<file path="config.mk">
export PLATFORM = sky130hd
export DESIGN_NAME = phy_bringup_seq
export DESIGN_NICKNAME = d
export VERILOG_FILES = /design/src/rtl/phybr_pkg.sv /design/src/rtl/phybr_timer.sv /design/src/rtl/phybr_outdec.sv /design/src/rtl/phy_bringup_seq.sv
export SDC_FILE = /design/constraint.sdc
export NUM_CORES = 1
export LEC_CHECK = 0
export BUFFER_PORTS_ARGS = -buffer_cell sky130_fd_sc_hd__buf_2
export CORE_MARGIN = 2
export CORE_UTILIZATION = 40
export DETAILED_ROUTE_END_ITERATION = 10
export PLACE_DENSITY = 0.66
export SYNTH_ARGS = -nofsm -noshare
export SYNTH_HDL_FRONTEND = slang
export SYNTH_SLANG_ARGS = --single-unit
</file>
<file path="constraint.sdc">
create_clock -name clk -period 1.7 [get_ports clk]
set_input_delay 0.255 -clock clk [delete_from_list [all_inputs] [get_ports clk]]
set_output_delay 0.255 -clock clk [all_outputs]
set_load 0.005 [all_outputs]
</file>
<file path="src/rtl/phybr_pkg.sv">
package phybr_pkg;

  typedef enum logic [4:0] {
    ST_IDLE, ST_SKIP, ST_PREP, ST_RST, ST_FLUSH, ST_ZCAL, ST_ZCHK,
    ST_DLL, ST_DLLWA, ST_ROTCU, ST_LOCK, ST_ALIGN, ST_RDCLR, ST_ROTOFF,
    ST_DUTY, ST_ACHK, ST_UNMASK, ST_DONE, ST_FAIL
  } phase_e;

  localparam logic [3:0] FC_NONE   = 4'd0;
  localparam logic [3:0] FC_ZCAL   = 4'd1;
  localparam logic [3:0] FC_DLLTMO = 4'd2;
  localparam logic [3:0] FC_DLLERR = 4'd3;
  localparam logic [3:0] FC_LOCK   = 4'd4;
  localparam logic [3:0] FC_DUTY   = 4'd5;
  localparam logic [3:0] FC_ALARM  = 4'd6;

  localparam logic [15:0] ROT_CONT = 16'h8060;
  localparam logic [15:0] ROT_EXIT = 16'h8020;

  typedef struct packed {
    logic        phy_reset;
    logic        flush;
    logic        io_init;
    logic        imp_cal_en;
    logic        dll_cal_reset;
    logic        dll_wa;
    logic [15:0] rot_cfg;
    logic        align_rst;
    logic        rd_offset_clr;
    logic        clk_hold_low;
    logic        duty_cal_start;
    logic        alarm_check;
    logic        alarm_unmask;
    logic        busy;
    logic        done;
    logic        fail;
  } phy_ctl_t;

  // Counter preload so that a phase lasts exactly n cycles.
  function automatic int span_load(input int n);
    return (n > 1) ? n - 1 : 0;
  endfunction

  function automatic int max2(input int a, input int b);
    return (a > b) ? a : b;
  endfunction

endpackage

</file>
<file path="src/rtl/phybr_timer.sv">
module phybr_timer #(
  parameter int W = 8
) (
  input  logic         clk,
  input  logic         rst_n,
  input  logic         load,
  input  logic [W-1:0] load_val,
  output logic         expired
);
  logic [W-1:0] cnt;

  always_ff @(posedge clk) begin
    if (!rst_n)           cnt <= '0;
    else if (load)        cnt <= load_val;
    else if (cnt != '0)   cnt <= cnt - 1'b1;
  end

  assign expired = (cnt == '0);
endmodule

</file>
<file path="src/rtl/phybr_outdec.sv">
module phybr_outdec
  import phybr_pkg::*;
(
  input  phase_e   st,
  input  logic     clean,
  output phy_ctl_t ctl
);
  always_comb begin
    ctl = '0;
    ctl.dll_cal_reset = 1'b1;
    ctl.align_rst     = 1'b1;
    ctl.busy          = !(st inside {ST_IDLE, ST_SKIP, ST_DONE, ST_FAIL});
    case (st)
      ST_SKIP:  ctl.done = 1'b1;
      ST_FAIL:  ctl.fail = 1'b1;
      ST_PREP, ST_ZCHK: ctl.clk_hold_low = 1'b1;
      ST_RST: begin
        ctl.clk_hold_low = 1'b1;
        ctl.phy_reset    = 1'b1;
      end
      ST_FLUSH: begin
        ctl.clk_hold_low = 1'b1;
        ctl.flush        = 1'b1;
        ctl.io_init      = 1'b1;
      end
      ST_ZCAL: begin
        ctl.clk_hold_low = 1'b1;
        ctl.imp_cal_en   = 1'b1;
      end
      ST_DLL, ST_DLLWA: begin
        ctl.clk_hold_low  = 1'b1;
        ctl.dll_cal_reset = 1'b0;
        ctl.dll_wa        = (st == ST_DLLWA);
      end
      ST_ROTCU, ST_LOCK, ST_ALIGN, ST_RDCLR: begin
        ctl.clk_hold_low  = 1'b1;
        ctl.dll_cal_reset = 1'b0;
        ctl.rot_cfg       = ROT_CONT;
        ctl.align_rst     = !(st inside {ST_ALIGN, ST_RDCLR});
        ctl.rd_offset_clr = (st == ST_RDCLR);
      end
      ST_ROTOFF: begin
        ctl.clk_hold_low  = 1'b1;
        ctl.dll_cal_reset = 1'b0;
        ctl.align_rst     = 1'b0;
        ctl.rot_cfg       = ROT_EXIT;
      end
      ST_DUTY, ST_UNMASK, ST_DONE: begin
        ctl.dll_cal_reset  = 1'b0;
        ctl.align_rst      = 1'b0;
        ctl.rot_cfg        = ROT_EXIT;
        ctl.duty_cal_start = (st == ST_DUTY);
        ctl.alarm_unmask   = (st == ST_UNMASK);
        ctl.done           = (st == ST_DONE);
      end
      ST_ACHK: begin
        ctl.alarm_check = 1'b1;
        if (clean) begin
          ctl.dll_cal_reset = 1'b0;
          ctl.align_rst     = 1'b0;
          ctl.rot_cfg       = ROT_EXIT;
        end
      end
      default: ;
    endcase
  end
endmodule

</file>
<file path="src/rtl/phy_bringup_seq.sv">
module phy_bringup_seq
  import phybr_pkg::*;
#(
  parameter int RST_CYC   = 32,
  parameter int FLUSH_CYC = 32,
  parameter int ZCAL_CYC  = 1024,
  parameter int ROT_CYC   = 5932,
  parameter int POST_CYC  = 32,
  parameter int WA_CYC    = 16,
  parameter int TMO_CYC   = 4096,
  parameter int ERR_W     = 8
) (
  input  logic             clk,
  input  logic             rst_n,
  input  logic             start,
  input  logic             mem_present,
  input  logic             imp_cal_done,
  input  logic [2:0]       dll_stat,
  input  logic             rot_lock_data,
  input  logic             rot_lock_addr,
  input  logic             duty_cal_done,
  input  logic [ERR_W-1:0] alarm_flags,
  output logic             phy_reset,
  output logic             flush,
  output logic             io_init,
  output logic             imp_cal_en,
  output logic             dll_cal_reset,
  output logic             dll_wa,
  output logic [15:0]      rot_cfg,
  output logic             align_rst,
  output logic             rd_offset_clr,
  output logic             clk_hold_low,
  output logic             duty_cal_start,
  output logic             alarm_check,
  output logic             alarm_unmask,
  output logic             busy,
  output logic             done,
  output logic             fail,
  output logic [3:0]       fail_code
);
  localparam int MAXW  = max2(max2(max2(RST_CYC, FLUSH_CYC), max2(ZCAL_CYC, ROT_CYC)),
                              max2(max2(POST_CYC, WA_CYC), TMO_CYC));
  localparam int CNT_W = $clog2(MAXW + 1);

  localparam logic [CNT_W-1:0] LD_RST   = CNT_W'(span_load(RST_CYC));
  localparam logic [CNT_W-1:0] LD_FLUSH = CNT_W'(span_load(FLUSH_CYC));
  localparam logic [CNT_W-1:0] LD_ZCAL  = CNT_W'(span_load(ZCAL_CYC));
  localparam logic [CNT_W-1:0] LD_ROT   = CNT_W'(span_load(ROT_CYC));
  localparam logic [CNT_W-1:0] LD_POST  = CNT_W'(span_load(POST_CYC));
  localparam logic [CNT_W-1:0] LD_WA    = CNT_W'(span_load(WA_CYC));
  localparam logic [CNT_W-1:0] LD_TMO   = CNT_W'(span_load(TMO_CYC));

  phase_e           st, st_nx;
  logic [3:0]       pend, pend_nx;
  logic             ld;
  logic [CNT_W-1:0] ld_val;
  logic             span_end;
  logic             both_locked;
  phy_ctl_t         ctl;

  assign both_locked = rot_lock_data && rot_lock_addr;

  phybr_timer #(.W(CNT_W)) u_timer (
    .clk(clk), .rst_n(rst_n), .load(ld), .load_val(ld_val), .expired(span_end)
  );

  always_comb begin
    st_nx   = st;
    pend_nx = pend;
    ld      = 1'b0;
    ld_val  = '0;
    case (st)
      ST_IDLE, ST_SKIP, ST_DONE, ST_FAIL:
        if (start) begin
          pend_nx = FC_NONE;
          st_nx   = mem_present ? ST_PREP : ST_SKIP;
        end
      ST_PREP: begin st_nx = ST_RST; ld = 1'b1; ld_val = LD_RST; end
      ST_RST:
        if (span_end) begin st_nx = ST_FLUSH; ld = 1'b1; ld_val = LD_FLUSH; end
      ST_FLUSH:
        if (span_end) begin st_nx = ST_ZCAL; ld = 1'b1; ld_val = LD_ZCAL; end
      ST_ZCAL:
        if (span_end) begin st_nx = ST_ZCHK; ld = 1'b1; ld_val = LD_TMO; end
      ST_ZCHK:
        if (imp_cal_done) begin st_nx = ST_DLL; ld = 1'b1; ld_val = LD_TMO; end
        else if (span_end) begin st_nx = ST_ACHK; pend_nx = FC_ZCAL; end
      ST_DLL:
        if (dll_stat[2])      begin st_nx = ST_ACHK; pend_nx = FC_DLLERR; end
        else if (dll_stat[1]) begin st_nx = ST_DLLWA; ld = 1'b1; ld_val = LD_WA; end
        else if (dll_stat[0]) begin st_nx = ST_ROTCU; ld = 1'b1; ld_val = LD_ROT; end
        else if (span_end)    begin st_nx = ST_ACHK; pend_nx = FC_DLLTMO; end
      ST_DLLWA:
        if (span_end) begin st_nx = ST_ROTCU; ld = 1'b1; ld_val = LD_ROT; end
      ST_ROTCU:
        if (span_end) begin st_nx = ST_LOCK; ld = 1'b1; ld_val = LD_TMO; end
      ST_LOCK:
        if (both_locked)   st_nx = ST_ALIGN;
        else if (span_end) begin st_nx = ST_ACHK; pend_nx = FC_LOCK; end
      ST_ALIGN: st_nx = ST_RDCLR;
      ST_RDCLR: begin st_nx = ST_ROTOFF; ld = 1'b1; ld_val = LD_POST; end
      ST_ROTOFF:
        if (span_end) begin st_nx = ST_DUTY; ld = 1'b1; ld_val = LD_TMO; end
      ST_DUTY:
        if (duty_cal_done) st_nx = ST_ACHK;
        else if (span_end) begin st_nx = ST_ACHK; pend_nx = FC_DUTY; end
      ST_ACHK:
        if (pend != FC_NONE)      st_nx = ST_FAIL;
        else if (|alarm_flags)    begin st_nx = ST_FAIL; pend_nx = FC_ALARM; end
        else                      st_nx = ST_UNMASK;
      ST_UNMASK: st_nx = ST_DONE;
      default:   st_nx = ST_IDLE;
    endcase
  end

  always_ff @(posedge clk) begin
    if (!rst_n) begin
      st   <= ST_IDLE;
      pend <= FC_NONE;
    end else begin
      st   <= st_nx;
      pend <= pend_nx;
    end
  end

  phybr_outdec u_dec (.st(st), .clean(pend == FC_NONE), .ctl(ctl));

  assign phy_reset      = ctl.phy_reset;
  assign flush          = ctl.flush;
  assign io_init        = ctl.io_init;
  assign imp_cal_en     = ctl.imp_cal_en;
  assign dll_cal_reset  = ctl.dll_cal_reset;
  assign dll_wa         = ctl.dll_wa;
  assign rot_cfg        = ctl.rot_cfg;
  assign align_rst      = ctl.align_rst;
  assign rd_offset_clr  = ctl.rd_offset_clr;
  assign clk_hold_low   = ctl.clk_hold_low;
  assign duty_cal_start = ctl.duty_cal_start;
  assign alarm_check    = ctl.alarm_check;
  assign alarm_unmask   = ctl.alarm_unmask;
  assign busy           = ctl.busy;
  assign done           = ctl.done;
  assign fail           = ctl.fail;
  assign fail_code      = ctl.fail ? pend : FC_NONE;


  skip_run_chk: assert property (@(posedge clk) disable iff (!rst_n)
    (start && !mem_present && !busy) |=> (done && !clk_hold_low));


  dll_wa_cause_chk: assert property (@(posedge clk) disable iff (!rst_n)
    $rose(dll_wa) |-> $past(dll_stat[1] && !dll_stat[2]));


  align_after_lock_chk: assert property (@(posedge clk) disable iff (!rst_n)
    $fell(align_rst) |-> $past(rot_lock_data && rot_lock_addr));


  rdclr_order_chk: assert property (@(posedge clk) disable iff (!rst_n)
    rd_offset_clr |-> ($past(!align_rst) && !$past(rd_offset_clr)));


  clk_release_chk: assert property (@(posedge clk) disable iff (!rst_n)
    ($fell(clk_hold_low) && !align_rst) |-> ($past(rot_cfg) == ROT_EXIT));


  fail_via_check_chk: assert property (@(posedge clk) disable iff (!rst_n)
    $rose(fail) |-> $past(alarm_check));


  unmask_clean_chk: assert property (@(posedge clk) disable iff (!rst_n)
    alarm_unmask |-> ($past(alarm_check) && ($past(alarm_flags) == '0)));


  unmask_then_done_chk: assert property (@(posedge clk) disable iff (!rst_n)
    alarm_unmask |=> done);


  code_valid_chk: assert property (@(posedge clk) disable iff (!rst_n)
    fail |-> (fail_code != FC_NONE));
endmodule

</file>
[After elaboration in Yosys (flattened, before gate mapping)]
Cells that the tools add are included.
Storage, ports and cells
  input port bits: 19
  latch bits: 0
  flip-flop bits (word level): 22
  memories: 0
  bits in writable memories: 0
  bits in read-only memories: 0
Cells by class
  add/sub/neg operators: 1
  bitwise logic cells: 0
  reduce and logical (&&, ||, !) cells: 25
  $mul: 0
  equality and inequality tests: 36
  div/mod/pow operators: 0
  $lt $le $gt $ge: 0
  shifts and indexed selects: 0
  mux-type cells: 65
Operator list (count)
  $pmux 13 s7: 1
  $pmux 5 s16: 1
  $mux 13: 6
  $mux 5: 15
  $mux 4: 14
  $pmux 17 s3: 1
  $eq 5x4->1 const B: 8
  $ne 2x2->1 const B: 15
  $mux 12: 2
  $pmux 4 s6: 1
  $eq 5x3->1 const B: 4
  $mux 17: 1
  $eq 5x5->1 const B: 3
  $mux 1: 15
  $logic_not 13->1: 1
  $reduce_and 13->1: 1
  $reduce_bool 13->1: 1
  $sub 13x1->13 const B: 1
  $reduce_or 12->1: 1
  $reduce_or 4->1: 3
  $eq 5x2->1 const B: 2
  $mux 10: 1
  $reduce_or 10->1: 1
  $ne 3x3->1 const B: 3
  other kinds (16): 25

[Longest topological paths before layout]
  word-level depth: 6
  gate-level depth with buffers: 9
  gate-level depth less buffers: 8

[Cells and area by module]
From an unflattened synthesis, not the netlist that was laid out.
Second synthesis, totals
  cell total of the unflattened synthesis: 300
  area total of the unflattened synthesis: 2173.3 um^2
By module, submodules not included
  phy_bringup_seq: cells an instance 147, area each 1003.5 um^2, times used 1
  phybr_timer: cells an instance 94, area each 807.0 um^2, times used 1
  phybr_outdec: cells an instance 59, area each 362.8 um^2, times used 1

[Worst setup path before layout]
No wires, ideal clock.
  kind: register to register
  start: register u_timer.cnt[0]
  end: register pend[1]
  period minus slack after synthesis: 1.867 ns
  setup slack: -0.167 ns
  cell stages (with the launch flop): 10
  library setup time: 0.127 ns
  arrival time: 1.740 ns
  cell sequence: dfxtp_1 -> inv_1 -> ha_1 -> nor4b_4 -> nand4b_1 -> buf_6 -> a221oi_2 -> nand4_2 -> nand3_1 -> o41ai_2
Between the ends
  longest elaborated chain between the ends: 3
Ends and longest elaborated chain
  start, declared: RTL line phybr_timer.sv:10  | logic [W-1:0] cnt;
  start signal, assigned: RTL line phybr_timer.sv:14  | else if (load) cnt <= load_val;
  start signal, assigned: RTL line phybr_timer.sv:15  | else if (cnt != '0) cnt <= cnt - 1'b1;
  $logic_not 13->1 *: RTL line phybr_timer.sv:18  | assign expired = (cnt == '0);
  $ne 3x3->1 (no source line) or $ne 2x2->1 (tied branches)
  $reduce_and 13->1 (no source line) *
  end signal, assigned: RTL line phy_bringup_seq.sv:122  | pend <= pend_nx;
  end, declared: RTL line phy_bringup_seq.sv:54  | logic [3:0] pend, pend_nx;
Every way passes the cells marked *; elsewhere a longest branch is shown, timed or not.
A chain may end at the register's enable or synchronous reset.

[Final worst setup path]
  start: register u_timer.cnt[8]
  end: register st[3]
Between the ends
  longest elaborated chain between the ends: 6
Ends and longest elaborated chain
  $logic_not 13->1 *: RTL line phybr_timer.sv:18
  $mux 5 (4 in series)
  $pmux 5 s16
  end signal, assigned: RTL line phy_bringup_seq.sv:121  | st <= st_nx;
  end, declared: RTL line phy_bringup_seq.sv:53  | phase_e st, st_nx;
Marked as above.

==> results.yml <==
setup_path:
  slowest_delay_ns: 0.45
  critPathLaunchType: "flop"
  cp_slowest_cell: "nor4_2"
  critPathCaptureType: "flop"
  path_class: "reg -> reg"
  crit_arrival_ns: 2.30
  path_cells: "nor4_2 > nand4b_1 > buf_6 > o32ai_2 > a222oi_1 > o21a_1 > nor2_1"
  required_ns: 1.90
  path_max_fanout: 4
global_route:
  use_met3_pct: 6.88
  grt_pass1_vias: 2496
  track_usage_pct: 26.2
  met1_usage_pct: 32.4
  antenna_found_initial: 1
  use_met2_pct: 44.4
  grt_pass1_wl_um: 11500
  grt_max_degree: 14
  overflow: 0
  grt_most_used_layer: "met2"
power_and_ir_drop:
  vdd.ir_drop.worst_mv: 0.628
  p_per_area_mw_per_mm2: 1260
  p_leak_nw: 1.59
yosys:
  syn_inst: 277
  syn_area_mm2: 0.00206
  ys_seq_area_share_pct: 20.4
  synth_warnings: 0
  avgSynthCellArea_um2: 7.43
  synth-async-reset-ratio_pct: 0
  synth_cell_types: 71
  synth-edff-count: 0
  ys.flop_type: "dfxtp_1"
  ys_ff_latch: 21
route:
  drc: 0
  drtPass1Iterations: 6
  num_vias: 2917
  post_drt_wl_per_cell_um: 20.1
  first_iter_violations: 374
  wl_um: 9710
  via_per_inst: 6.03
  ant_nets: 0
layout:
  final_util_pct: 73.6
  drive_above_1_share_pct: 58.7
  mostFrequentLayoutCells: "buf_4, buf_2, buf_6"
  area_growth_pct: 80.2
  finalNetCount: 435
  layout_commonest_cell: "buf_4"
  instances_no_fill: 484
  diodes: 0
clock_tree:
  h-tree-depth: 1
  cts_tree: "done"
  cts_buffers: 3
  root_buffer: "clkbuf_8"
  cts_buffer_depth: 2
  clkSinkCount: 21
  clk_pin_slew_ns: 0.10
  clk_latency_ns: 0.28
timing:
  setup_violations: 37
  worst_pin_slew_ns: 0.522
  fin_ws_ns: -0.396
  report.final.slew_viol_count: 0
  hold_ws_ns: 0.452
  finalCriticalPeriod_ns: 2.10
  fmaxAchievable_mhz: 477
  skew_ns: 0.0178
  hold_violations: 0
  slew_headroom_pct: 65.1
  rsz0062_at_grt: "yes"
  min_period_over_period_pct: 123
floorplanning:
  rows: 26
  fp.coreArea_mm2: 0.00504
  io_pins: 54
  die-area_mm2: 0.00574
  start_util_pct: 40.8
  fp.dieW_um: 75.7
  die_y_um: 75.7
min_path:
  worstHoldPathType: "in -> reg"
placement:
  port_buffers: 39
  place_congestion: 1.01
  dp.cells: 446
  dp_hpwl_um: 5130
run_status:
  status: "complete, but fails checks"
  violations: "setup timing"
job:
  maxCapViolations: 0
[layer usage]
layer / up-vias / share of wire, %
li1: 1262 / -
met1: 1333 / 38
met2: 260 / 48
met3: 60 / 9.6
met4: 2 / 4.2
met5: - / 0.13
[cells by family after synthesis]
| group | after synthesis | share of synthesized area (%) |
|---|---|---|
| compound gates | 79 | 26.4 |
| xor+xnor | 14 | 5.96 |
| fa+ha+maj | 3 | 1.58 |
| buf+inv | 41 | 13.3 |
| flops | 21 | 20.4 |
| mux | 3 | 1.52 |
| other cells | 1 | 0.182 |
| simple gates | 115 | 30.6 |
[sequential cells by signal, summed over array words and instances (netlist names)]
name / flops
pend: 3
st: 5
u_timer.cnt: 13
[area by class of cell]
class,instances,area [µm²]
Timing Repair Buffer,151,1210
Fill cell,329,1330
Sequential cell,21,435
Clock buffer,3,41.3
Tap cell,70,87.6
Multi-Input combinational cell,230,1890
Inverter,8,35.0
Clock inverter,1,5.00
[final timing paths]
path / from / endpoint / slack, ns / cells past startpoint
setup / recovery: u_timer.cnt[8] / st[3] / -0.40 / 7
hold / removal: rst_n / pend[2] / 0.45 / 3
setup reg to reg: u_timer.cnt[8] / st[3] / -0.40 / 7
hold reg to reg: pend[0] / pend[0] / 0.51 / 2
[Yosys cell counts, types with 2 or more instances]
library cell	n	area share, %
a211oi_1	2	0.73
a21oi_1	22	5.3
a22oi_1	2	0.73
a31oi_1	6	1.8
and2_1	3	0.91
buf_2	6	1.5
buf_4	17	6.2
buf_6	6	3.3
clkbuf_1	2	0.36
dfxtp_1	21	20
inv_1	7	1.3
maj3_1	2	0.97
mux2i_1	2	0.97
nand2_1	27	4.9
nand2b_1	4	1.2
nand3_1	10	2.4
nand3b_1	2	0.73
nor2_1	29	5.3
nor2b_1	3	0.91
nor3_1	13	3.2
nor3_2	3	1.5
o2111ai_1	2	0.85
o211ai_1	5	1.8
o21a_1	2	0.73
o21ai_0	12	2.9
o21bai_1	2	0.73
o22ai_1	2	0.61
o31ai_1	5	1.8
o32ai_1	2	0.85
or2b_1	2	0.73
or4_1	2	0.73
xnor2_1	11	4.7
xor2_1	3	1.3
[power breakdown]
| group | internal [W] | total (W) | switching, W |
|---|---|---|---|
| registers | 0.000622 | 0.000729 | 0.000107 |
| logic | 0.00175 | 0.00357 | 0.00182 |
| clock network | 0.000164 | 0.000364 | 0.000199 |
[what timing repair did]
item	CTS	global route
setup buffers	17	16
pin swaps	19	27
hold buffers	0	0
gates resized for setup	62	78
endpoints found under the setup margin	42	41
cloned	0	2
hold endpoints to repair	0	0
[metrics by stage]
stage          area, µm²  total power, W  setup WS, ns  setup TNS (ns)
4_1_cts             3210         0.00369        -0.238           -2.72
5_1_grt             3710         0.00483        -0.442           -7.81
2_1_floorplan       2120         0.00209       -0.0853          -0.361
6_report            3710         0.00466        -0.396           -6.61
3_3_place_gp        2780         0.00293        -0.199           -1.82
3_5_place_dp        2780         0.00296        -0.258           -2.90
[worst max-delay path: cells and delay by family, from the launching register on]
kind                   cells  cell delay [ns]
and+or+nand+nor            3             0.83
AOI/OAI and AO/OA          3             0.65
DFF                        1             0.34
buffers and inverters      1             0.20
Power figures use the tool's default switching activity.
